==> config.mk <==
export PLATFORM = sky130hd
export DESIGN_NAME = lcd3_drv
export DESIGN_NICKNAME = d
export VERILOG_FILES = /design/src/rtl/lcd3_pkg.sv /design/src/rtl/lcd3_scan.sv /design/src/rtl/lcd3_serial_rx.sv /design/src/rtl/lcd3_drive.sv /design/src/rtl/lcd3_drv.sv
export SDC_FILE = /design/constraint.sdc
export NUM_CORES = 1
export LEC_CHECK = 0
export BUFFER_PORTS_ARGS = -buffer_cell sky130_fd_sc_hd__buf_2
export CAP_MARGIN = 20
export CELL_PAD_IN_SITES_DETAIL_PLACEMENT = 1
export CELL_PAD_IN_SITES_GLOBAL_PLACEMENT = 1
export CORE_ASPECT_RATIO = 0.5
export CORE_UTILIZATION = 43
export DETAILED_ROUTE_END_ITERATION = 10
export GPL_ROUTABILITY_DRIVEN = 0
export HOLD_SLACK_MARGIN = 0.1
export PLACE_DENSITY = 0.73
export SKIP_LAST_GASP = 1
export SLEW_MARGIN = 20
export SYNTH_ARGS = -nofsm -noshare
export SYNTH_HDL_FRONTEND = slang
export SYNTH_HIERARCHICAL = 1
export SYNTH_SLANG_ARGS = --single-unit
export TNS_END_PERCENT = 50
==> constraint.sdc <==
create_clock -name clk -period 2.2 [get_ports clk]
set_input_delay 0.33 -clock clk [delete_from_list [all_inputs] [get_ports clk]]
set_output_delay 0.33 -clock clk [all_outputs]
set_load 0.02 [all_outputs]
==> src/rtl/lcd3_pkg.sv <==
package lcd3_pkg;

  typedef enum logic [1:0] {
    LVL_GND   = 2'd0,
    LVL_THIRD = 2'd1,
    LVL_TWO3  = 2'd2,
    LVL_FULL  = 2'd3
  } lvl_e;

  // Common drive level: selected common sits at the rail, others at near bias
  function automatic lvl_e com_code(input logic sel, input logic neg);
    if (sel) return neg ? LVL_GND : LVL_FULL;
    return neg ? LVL_TWO3 : LVL_THIRD;
  endfunction

  // Segment drive level: "on" opposes the selected common, "off" sits mid-way
  function automatic lvl_e seg_code(input logic on, input logic neg);
    if (on) return neg ? LVL_FULL : LVL_GND;
    return neg ? LVL_THIRD : LVL_TWO3;
  endfunction

endpackage

==> src/rtl/lcd3_scan.sv <==
module lcd3_scan #(
  parameter int N_COM     = 3,
  parameter int PHASE_LEN = 128,
  localparam int PH_W     = (N_COM > 1) ? $clog2(N_COM) : 1,
  localparam int TK_W     = (PHASE_LEN > 1) ? $clog2(PHASE_LEN) : 1
) (
  input  logic            clk,
  input  logic            rst,
  input  logic            osc_tick,
  output logic [PH_W-1:0] phase,
  output logic            neg
);

  logic [TK_W-1:0] tick_cnt;

  always_ff @(posedge clk) begin
    if (rst) begin
      tick_cnt <= '0;
      phase    <= '0;
      neg      <= 1'b0;
    end else if (osc_tick) begin
      if (tick_cnt == TK_W'(PHASE_LEN - 1)) begin
        tick_cnt <= '0;
        if (phase == PH_W'(N_COM - 1)) begin
          phase <= '0;
          neg   <= ~neg;
        end else begin
          phase <= phase + 1'b1;
        end
      end else begin
        tick_cnt <= tick_cnt + 1'b1;
      end
    end
  end

endmodule

==> src/rtl/lcd3_serial_rx.sv <==
module lcd3_serial_rx #(
  parameter int              N_COM    = 3,
  parameter int              N_SEG    = 68,
  parameter int              ADDR_W   = 8,
  parameter logic [ADDR_W-1:0] DEV_ADDR = 8'h5C,
  localparam int MEM_BITS   = N_SEG * N_COM,
  localparam int PAY_BITS   = MEM_BITS + 1,
  localparam int FRAME_BITS = ADDR_W + PAY_BITS,
  localparam int CNT_W      = $clog2(FRAME_BITS + 1)
) (
  input  logic                clk,
  input  logic                rst,
  input  logic                ser_en,
  input  logic                ser_clk,
  input  logic                ser_dat,
  output logic [MEM_BITS-1:0] lat_bits,
  output logic                lat_pm
);

  logic              en_q, sclk_q;
  logic [CNT_W-1:0]  bit_cnt;
  logic [ADDR_W-1:0] addr_sh;
  logic [PAY_BITS-1:0] pay;
  logic              start_xfer, shift_bit, end_xfer, accept;

  assign start_xfer = ser_en & ~en_q;
  assign shift_bit  = ser_en & ser_clk & ~sclk_q & (bit_cnt != CNT_W'(FRAME_BITS));
  assign end_xfer   = ~ser_en & en_q;
  assign accept     = end_xfer & (bit_cnt == CNT_W'(FRAME_BITS)) & (addr_sh == DEV_ADDR);

  always_ff @(posedge clk) begin
    if (rst) begin
      en_q    <= 1'b0;
      sclk_q  <= 1'b0;
      bit_cnt <= '0;
      addr_sh <= '0;
    end else begin
      en_q   <= ser_en;
      sclk_q <= ser_clk;
      if (start_xfer) begin
        bit_cnt <= '0;
      end else if (shift_bit) begin
        if (bit_cnt < CNT_W'(ADDR_W)) addr_sh <= {addr_sh[ADDR_W-2:0], ser_dat};
        bit_cnt <= bit_cnt + 1'b1;
      end
    end
  end

  // Payload staging: no reset needed, only copied after a full frame
  always_ff @(posedge clk) begin
    if (!rst && !start_xfer && shift_bit && bit_cnt >= CNT_W'(ADDR_W))
      pay[bit_cnt - CNT_W'(ADDR_W)] <= ser_dat;
  end

  always_ff @(posedge clk) begin
    if (rst) begin
      lat_bits <= '0;
      lat_pm   <= 1'b0;
    end else if (accept) begin
      lat_bits <= pay[MEM_BITS-1:0];
      lat_pm   <= pay[PAY_BITS-1];
    end
  end

endmodule

==> src/rtl/lcd3_drive.sv <==
module lcd3_drive
  import lcd3_pkg::*;
#(
  parameter int N_COM  = 3,
  parameter int N_SEG  = 68,
  parameter int N_PORT = 4,
  localparam int PH_W  = (N_COM > 1) ? $clog2(N_COM) : 1,
  localparam int MEM_BITS = N_SEG * N_COM
) (
  input  logic                 clk,
  input  logic                 rst,
  input  logic                 disp_on,
  input  logic [PH_W-1:0]      phase,
  input  logic                 neg,
  input  logic [MEM_BITS-1:0]  lat_bits,
  input  logic                 lat_pm,
  output logic [2*N_COM-1:0]   com_lvl,
  output logic [2*N_SEG-1:0]   seg_lvl
);

  logic [2*N_COM-1:0] com_nx;
  logic [2*N_SEG-1:0] seg_nx;

  for (genvar c = 0; c < N_COM; c++) begin : g_com
    assign com_nx[2*c +: 2] = disp_on ? com_code(phase == PH_W'(c), neg) : LVL_GND;
  end

  for (genvar s = 0; s < N_SEG; s++) begin : g_seg
    logic [N_COM-1:0] cells;
    logic             on;
    assign cells = lat_bits[s*N_COM +: N_COM];
    assign on    = cells[phase];
    if (s < N_PORT) begin : g_port
      // Dual-use pin: plain output in port mode, otherwise a segment
      assign seg_nx[2*s +: 2] = !disp_on ? LVL_GND :
                                lat_pm   ? (cells[0] ? LVL_FULL : LVL_GND) :
                                           seg_code(on, neg);
    end else begin : g_plain
      assign seg_nx[2*s +: 2] = disp_on ? seg_code(on, neg) : LVL_GND;
    end
  end

  always_ff @(posedge clk) begin
    if (rst) begin
      com_lvl <= '0;
      seg_lvl <= '0;
    end else begin
      com_lvl <= com_nx;
      seg_lvl <= seg_nx;
    end
  end

endmodule

==> src/rtl/lcd3_drv.sv <==
module lcd3_drv #(
  parameter int              N_COM     = 3,
  parameter int              N_SEG     = 68,
  parameter int              N_PORT    = 4,
  parameter int              PHASE_LEN = 128,
  parameter int              ADDR_W    = 8,
  parameter logic [ADDR_W-1:0] DEV_ADDR = 8'h5C
) (
  input  logic               clk,
  input  logic               rst,
  input  logic               osc_tick,
  input  logic               ser_en,
  input  logic               ser_clk,
  input  logic               ser_dat,
  input  logic               disp_on,
  output logic [2*N_COM-1:0] com_lvl,
  output logic [2*N_SEG-1:0] seg_lvl
);

  localparam int PH_W     = (N_COM > 1) ? $clog2(N_COM) : 1;
  localparam int MEM_BITS = N_SEG * N_COM;

  logic [PH_W-1:0]     phase;
  logic                neg;
  logic [MEM_BITS-1:0] lat_bits;
  logic                lat_pm;

  lcd3_scan #(.N_COM(N_COM), .PHASE_LEN(PHASE_LEN)) scan_i (
    .clk(clk), .rst(rst), .osc_tick(osc_tick), .phase(phase), .neg(neg)
  );

  lcd3_serial_rx #(.N_COM(N_COM), .N_SEG(N_SEG), .ADDR_W(ADDR_W), .DEV_ADDR(DEV_ADDR)) rx_i (
    .clk(clk), .rst(rst), .ser_en(ser_en), .ser_clk(ser_clk), .ser_dat(ser_dat),
    .lat_bits(lat_bits), .lat_pm(lat_pm)
  );

  lcd3_drive #(.N_COM(N_COM), .N_SEG(N_SEG), .N_PORT(N_PORT)) drive_i (
    .clk(clk), .rst(rst), .disp_on(disp_on), .phase(phase), .neg(neg),
    .lat_bits(lat_bits), .lat_pm(lat_pm), .com_lvl(com_lvl), .seg_lvl(seg_lvl)
  );

endmodule

==> key figures <==
Final layout
  – Post-route cell area: 25100 um^2
  – Multi-input logic area: 7770 um^2
  – Fillers: 5280
  – Layout area overhead: 17.4%
  – ANT cells: 0
  – Layout cells sized above 1: 0.211
  – Net count reported at finish: 2168
  – FF+latch area: 12400 um^2

STA
  – Slew HR: 0.498
  – # setup viols final: 43
  – RSZ-0062 raised after global routing: true
  – Sum of negative setup slack: -0.719 ns
  – Final Hold Fails: 0
  – Final worst-path cycle share: 1.04
  – Minimum clock period after layout: 2.30 ns
  – Max Clock Skew: 0.0114 ns
  – Max Fclk: 435 MHz
  – Slew Limit Fails: 0
  – Slew @ Worst Pin: 0.754 ns
  – Worst setup margin: -0.0987 ns

Routing
  – Wire length on met1: 28.7 mm
  – Met3 wire length: 3.96 mm
  – Via count: 16185
  – WL/cell: 22.0 um
  – Drt pass-1 iters: 5
  – Residual DRC count: 0
  – Drt initial violations: 1321
  – WL met2: 29.2 mm
  – Detailed-route wire length: 62.5 mm
  – ANT nets after route: 0
  – Vias per cell: 5.70
  – Top Layer Used: met4

Clock network
  – # clock sinks: 515
  – Clock Pin Slew Worst Setup and Hold Paths: 0.07 ns
  – CTS tree: yes
  – Num CTS Buffers: 47
  – CTS Root Cell: clkbuf_16
  – H-tree depth: 2
  – Clock Path Buffers: 3
  – Clk_lat worst skew: 0.58 ns

Logic synthesis
  – Post-synth EDFFs: 205
  – #FFs+latches synth: 515
  – Avg Cell Area, Syn: 10.2 um^2
  – Ys async rst share: 0
  – Post-synth top flop: dfxtp_1
  – Synthesis Warnings: 6
  – Yosys cell types: 60
  – Synthesized netlist net count: 2105
  – Synthesized area: 21300 um^2
  – Mapped Cells: 2090
  – Post-synthesis sequential area ratio: 0.579

GRT
  – Pin count of the biggest net entering global routing: 154
  – Overflow after GRT: 0
  – Initial antenna violation count: 0
  – First-pass GRT wire length: 94.2 mm
  – GRT Total Usage: 0.239
  – Vias in the first global route: 16086

Critical path
  – Critical Path Most Common Cell: buf_12
  – CP max FO: 13
  – Worst Setup End Kind: register
  – CP max stage delay: 0.47 ns
  – Crit-path leading delay family: simple AND/OR/NAND/NOR gates
  – Critical path cell sequence: inv_2, ha_1, or4b_4, o211ai_4, buf_12, clkbuf_16, nand4_4, buf_12, nor2_1
  – Slowest-stage cell, CP: or4b_4
  – WP data arrival: 2.58 ns
  – Crit path buf inv count: 4
  – Startpoint types: register
  – Setup CP Type: reg -> reg
  – CP Data Required Time: 2.48 ns

Placement
  – Placed inst area: 22800 um^2
  – I/O Buffers: 148
  – Post-place setup slack: -0.152 ns
  – DP Wirelength: 37.4 mm

Die
  – Initial Util: 0.438
  – I/O Pins: 149
  – DIE AREA: 50600 um^2
  – Placement row count: 57
  – Die H: 160 um
  – Core box area: 48700 um^2
  – Die Wd: 317 um

Pwr
  – Pwr dens: 777 nW/um^2
  – Peak supply drop: 526 uV
  – Total power: 19.5 mW
  – Static leakage: 8.85 nW

Job
  – Max-cap violations: 0

Min path
  – Type of the most critical hold path: in -> reg

Run status
  – Status: finished with violations
  – Failing checks: negative setup slack
-- per-layer routing --
layer  vias to the layer above  global-route usage
met2                       506               0.378
li1                       7411                   -
met4                         0              0.0479
met5                         -                   0
met3                        65              0.0399
met1                      8203               0.345
-- final timing paths --
check | from | end | slack, ns | depth (start not counted)
max reg2reg | rx_i/bit_cnt[4]$_SDFFE_PN0N_ | rx_i/pay[32]$_DFFE_PP_ | -0.1 | 9
min | osc_tick | scan_i/tick_cnt[0]$_SDFFE_PP0P_ | 0.15 | 3
max | rx_i/bit_cnt[4]$_SDFFE_PN0N_ | rx_i/pay[32]$_DFFE_PP_ | -0.1 | 9
min reg2reg | rx_i/lat_bits[96]$_SDFFE_PP0P_ | rx_i/lat_bits[96]$_SDFFE_PP0P_ | 0.48 | 2
-- kinds of logic (layout without fill, tap and decap cells) --
family,Yosys count,count (layout),synth area share
adders and majority gates,8,8,0.00469
AOI/OAI and AO/OA,526,527,0.130
xor gates and xnor gates,16,16,0.00657
muxes,145,145,0.0681
DFF,515,515,0.579
and+or+nand+nor,600,602,0.139
buffers and inverters,280,377,0.0717
-- sequential cells by signal, summed over array words and instances, names as in the netlist --
register,flops
rx_i/en_q,1
drive_i/com_lvl,4
rx_i/pay,205
rx_i/sclk_q,1
rx_i/bit_cnt,8
scan_i/neg,1
scan_i/tick_cnt,7
drive_i/seg_lvl,73
rx_i/addr_sh,8
rx_i/lat_pm,1
rx_i/lat_bits,204
scan_i/phase,2
-- power breakdown --
part,total (mW),switching [mW],internal [mW]
logic,0.493,0.352,0.141
registers,10.0,0.0247,9.98
clock network,8.98,3.77,5.21
total,19.5,4.15,15.3
-- per-stage QoR --
stage,util,hold WS [ns],cells
floorplan,-,0.429,2090
CTS,0.508,0.142,2833
finish,0.514,0.152,2839
global placement,0.468,0.457,2732
detailed placement,0.468,0.466,2732
global route,0.514,0.168,2839
-- layout make-up --
class,instances,area share
clock buffer,64,0.0548
clock inverter,22,0.0119
inverter,15,0.00225
multi-input combinational,1298,0.310
sequential,515,0.494
tap,649,0.0324
timing repair buffer,276,0.0945
-- tightest hold or removal path, cell delays in order --
cell and delay, ns:
buf_2 0.16, xnor2_1 0.15, nor3_1 0.04
-- what timing repair did --
action | in CTS | in global routing
buffers inserted | 11 | 3
setup endpoints to repair | 154 | 270
cloned | 2 | 3
hold buffers | 2 | 0
hold endpoints to repair | 2 | 0
resized for setup | 12 | 68
pin swaps | 3 | 11
-- cell usage after synthesis, types with 6 or more instances --
library cell    n  share of area
dfxtp_1       310           0.29
nor2_1        288          0.051
a21oi_1       274          0.064
o21ai_0       210          0.049
nand3_1       209          0.049
edfxtp_1      205           0.29
mux2i_1       143          0.067
clkbuf_1      115          0.020
buf_4          76          0.027
buf_2          58          0.014
inv_1          15         0.0026
buf_6          14         0.0074
nand2b_1       13         0.0038
nand2_1        12         0.0021
xnor2_1        12         0.0049
and2_1         11         0.0032
nand4_1        11         0.0032
nand4_4        11          0.011
a21oi_2        10         0.0041
ha_1            8         0.0047
nor2b_1         7         0.0021
o21ai_1         7         0.0016
and3_1          6         0.0018
-- cells in the final DEF, fill, tap and decap left out, drive strengths merged, types with 3 or more instances in the layout --
master / synthesis / routed
dfxtp: 310 / 310
nor2: 289 / 289
a21oi: 284 / 284
buf: 150 / 272
o21ai: 221 / 222
nand3: 209 / 209
edfxtp: 205 / 205
mux2i: 143 / 143
clkbuf: 115 / 66
nand4: 22 / 24
inv: 15 / 16
nand2b: 13 / 13
xnor2: 12 / 12
nand2: 12 / 12
and2: 11 / 11
clkinv: 0 / 10
nor2b: 8 / 8
ha: 8 / 8
bufinv: 0 / 7
and3: 6 / 6
or3: 5 / 5
clkinvlp: 0 / 4
o2bb2ai: 4 / 4
o21a: 4 / 4
xor2: 4 / 4
nand3b: 3 / 3
nor4: 3 / 3
Note: power is estimated with default switching activity, not from simulation.
